==> src/rtl/sdram_rd_pkg.sv <==
package sdram_rd_pkg;

  localparam int MAX_CL = 3;
  localparam int PIPE_D = MAX_CL - 1;
  localparam int CNT_W  = 3;

  typedef enum logic {
    BURST_FIXED = 1'b0,
    BURST_PAGE  = 1'b1
  } burst_mode_e;

  function automatic logic is_read(logic sel_n, logic ras_n, logic cas_n, logic we_n);
    return !sel_n && ras_n && !cas_n && we_n;
  endfunction

  // code 0..3 -> burst of 1,2,4,8 -> in-block offset mask
  function automatic logic [7:0] blk_mask8(logic [1:0] code);
    return 8'((9'd1 << code) - 9'd1);
  endfunction

endpackage

==> src/rtl/sdram_rd_cmd_pipe.sv <==
module sdram_rd_cmd_pipe
  import sdram_rd_pkg::*;
#(
  parameter int ADDR_W = 12,
  parameter int BA_W   = 2,
  parameter int COL_W  = 4,
  parameter int AP_BIT = 10
) (
  input  logic              clk_i,
  input  logic              rst_ni,
  input  logic              sel_ni,
  input  logic              row_strobe_ni,
  input  logic              col_strobe_ni,
  input  logic              wr_en_ni,
  input  logic [ADDR_W-1:0] addr_i,
  input  logic [BA_W-1:0]   ba_i,
  input  logic              cas_lat3_i,
  output logic              launch_vld_o,
  output logic              launch_ap_o,
  output logic [BA_W-1:0]   launch_bank_o,
  output logic [COL_W-1:0]  launch_col_o
);

  typedef struct packed {
    logic             vld;
    logic             ap;
    logic [BA_W-1:0]  bank;
    logic [COL_W-1:0] col;
  } stage_t;

  stage_t pipe_q [PIPE_D];
  stage_t entry;
  stage_t launch;

  logic unused_addr;
  assign unused_addr = ^addr_i;

  always_comb begin
    entry.vld  = is_read(sel_ni, row_strobe_ni, col_strobe_ni, wr_en_ni);
    entry.ap   = addr_i[AP_BIT];
    entry.bank = ba_i;
    entry.col  = addr_i[COL_W-1:0];
  end

  always_ff @(posedge clk_i or negedge rst_ni) begin
    if (!rst_ni) begin
      for (int i = 0; i < PIPE_D; i++) pipe_q[i] <= '0;
    end else begin
      pipe_q[0] <= entry;
      for (int i = 1; i < PIPE_D; i++) pipe_q[i] <= pipe_q[i-1];
    end
  end

  // stage CL-2 is launched at edge k+CL-1
  generate
    if (PIPE_D > 1) begin : g_sel
      always_comb launch = cas_lat3_i ? pipe_q[MAX_CL-2] : pipe_q[0];
    end else begin : g_fix
      logic unused_cl;
      assign unused_cl = cas_lat3_i;
      always_comb launch = pipe_q[0];
    end
  endgenerate

  assign launch_vld_o  = launch.vld;
  assign launch_ap_o   = launch.ap;
  assign launch_bank_o = launch.bank;
  assign launch_col_o  = launch.col;

endmodule

==> config.mk <==
export PLATFORM = sky130hd
export DESIGN_NAME = sdram_rd_cmd_pipe
export DESIGN_NICKNAME = d
export VERILOG_FILES = /design/src/rtl/sdram_rd_pkg.sv /design/src/rtl/sdram_rd_cmd_pipe.sv
export SDC_FILE = /design/constraint.sdc
export NUM_CORES = 1
export LEC_CHECK = 0
export ABC_AREA = 1
export BUFFER_PORTS_ARGS = -buffer_cell sky130_fd_sc_hd__buf_2
export CORE_AREA = 2 2 39 41
export DETAILED_ROUTE_END_ITERATION = 16
export DIE_AREA = 0 0 41 43
export MAX_ROUTING_LAYER = met4
export PLACE_DENSITY_LB_ADDON = 0.08
export SYNTH_ARGS = -nofsm -noshare
export SYNTH_HDL_FRONTEND = slang
export SYNTH_SLANG_ARGS = --single-unit
==> constraint.sdc <==
create_clock -name clk_i -period 1.5 [get_ports clk_i]
set_input_delay 0.15 -clock clk_i [delete_from_list [all_inputs] [get_ports clk_i]]
set_output_delay 0.15 -clock clk_i [all_outputs]
set_load 0.1 [all_outputs]
==> impl_metrics.ini <==
[synth]
ys_types = 6
synth-xor-area-share_pct = 0
yosysSeqAreaShare_pct = 76.4
synth_simple_gate_area_share_pct = 19.3
synth_top_family_by_area = simple AND/OR/NAND/NOR gates
synth-compound-area-share_pct = 0
synth.area.top_cells = dfrtp_1 76%, nand2_1 19%, buf_6 2.1%, inv_1 1.4%, inv_2 0.72%
muxShareOfSynthArea_pct = 0
synth-adder-area-share_pct = 0
syn_area_um2 = 524
synth_nets = 68
yosys.area.top_type = dfrtp_1
ys_ff_latch = 16
synthCells = 47
synth_top_area_share_pct = 76.4
yosysWarnings = 0
avgSynthCellArea_um2 = 11.2

[clock_tree]
clk_pin_slew_ns = 0.09
clk_latency_ns = 0.28
cts_tree = built
cts_resized = 0
cts.htree.levels = 1
postCtsSetupBuffers = 0
cts-root-buf = clkbuf_4
cts_buffers = 3
cts_sinks = 16
clockBufferDepth = 2

[worst_setup_path]
cp_num_buf_inv = 1
cp-start-kind = register
r2r_end = pipe_q[3]$_DFF_PN0_
worstSetupPathType = reg2out
crit_path_max_incr_delay_ns = 0.42
timing.rr.start = pipe_q[11]$_DFF_PN0_
crit_fanout = 2
worstPathArrival_ns = 1.16
cpMostUsedCell = nand2_1
critPathTopFamily = buffers and inverters
critPathCaptureType = output port
r2r_slack_ns = 1.00
crit_chain = nand2_1, nand2_1, buf_2
slowest_stage = buf_2
worstPathRequired_ns = 1.35
ff2ff_path_depth = 0

[detailed_routing]
vias = 399
drt_iter0_drc = 0
ant_nets = 0
firstDrtPassIters = 1
wl_per_cell_um = 9.47
via_per_inst = 4.20
drc = 0
routed_wl_um = 900

[sta]
max_freq_ghz = 0.762
worst_hold_slack_ns = 0.0753
rsz0062_at_grt = no
slew_headroom_pct = 67.8
finalSetupTns_ns = 0
tightest_slew_ns = 0.486
fin_crit_sh_pct = 87.4
setup_viol = 0
finalHoldViolCount = 0
min_period_ns = 1.31
fin_skew_ns = 0.00172
finalMaxSlewViolations = 0

[power_and_ir_drop]
pwr_density_cell_nw_per_um2 = 1230
ir_drop_v = 0.000507
leakage_uw = 0.000421

[global_routing]
grt_pass1_vias = 354
grt_pass1_wl_um = 1400
antenna_found_initial = 0
grt.overflow.total = 0
grtUsageTotal_pct = 12.3
grt_max_degree = 17

[hold_path]
min_from = row_strobe_ni
holdPathEnd = pipe_q[15]$_DFF_PN0_
hp-class = in2reg
hold_path_depth = 3

[placed_design]
gp_congestion = 0.660
dp_hpwl_um = 584
io_buffers = 21
post_dp_cell_area_um2 = 638

[floorplanning]
initial_utilization_pct = 37.9
io_pins = 29
fp.dieW_um = 41
rows = 14
die-area_um2 = 1760
die_y_um = 43
coreArea_um2 = 1380

[cells_and_area]
fillers = 133
final_area_um2 = 754
largest_reg_flops = 16
final_common_cell = nand2_1
area_growth_pct = 43.9
top_regs = pipe_q: 16 flops
regMostFlops = pipe_q
final_cell_mix = 26 x nand2_1, 21 x buf_2, 16 x dfrtp_1
fin_nets = 101
n_antenna_cell = 0
drive_gt1_share_pct = 32.9

[job]
cap_violations = 0

[outcome]
status = complete, no violations
## logic make-up after synthesis
kind of cell	Yosys count
and+or+nand+nor	27
buffers and inverters	4
DFF	16
## stage by stage
step / setup slack, ns / std cells / total power (µW) / utilization [%]
CTS: 0.172 / 95 / 944 / 54.5
global placement: 0.349 / 83 / 646 / 46.1
floorplan: 0.298 / 47 / 606 / -
detailed placement: 0.346 / 83 / 648 / 46.1
finish: 0.188 / 95 / 930 / 54.5
global route: 0.114 / 95 / 978 / 54.5
## worst max-delay path by stage
stage / start / end / slack (ns) / cells past startpoint
2_1_floorplan: cas_lat3_i / launch_ap_o / 0.30 / 4
3_3_place_gp: cas_lat3_i / launch_col_o[2] / 0.35 / 5
3_5_place_dp: cas_lat3_i / launch_col_o[2] / 0.35 / 5
4_1_cts: pipe_q[10]$_DFF_PN0_ / launch_col_o[2] / 0.17 / 3
5_1_grt: pipe_q[13]$_DFF_PN0_ / launch_bank_o[1] / 0.11 / 3
6_report: pipe_q[13]$_DFF_PN0_ / launch_bank_o[1] / 0.19 / 3
## report_power, final
group          internal (µW)  switching [µW]
registers                451            7.22
clock network            148             130
logic                   43.7             150
total                    643             288
## layout make-up
cell class | instances | area, µm² | area share (%)
clock buffers | 4 | 36.3 | 4.81
inverters | 3 | 11.3 | 1.49
multi-input cells | 27 | 101 | 13.4
flip-flops and latches | 16 | 400 | 53.1
well taps | 16 | 20.0 | 2.65
repair buffers | 29 | 185 | 24.5
## timing repair
action                                 in CTS  in global routing
hold buffers                                8                  0
setup endpoints to repair                   0                  0
endpoints found under the hold margin      23                  0
## per-layer routing
metal  up-vias  global-route usage [%]  part of all wire, %
met5         -                       -                    0
met4         0                    6.00                 0.78
met3         2                    3.14                  5.2
met2        14                    18.4                   52
met1       179                    14.9                   42
li1        204                       -                    -
## synthesized netlist by cell type
library cell and count:
nand2_1 26, dfrtp_1 16, inv_1 2, buf_6 1, inv_2 1, nor2_1 1
Power figures use the tool's default switching activity.
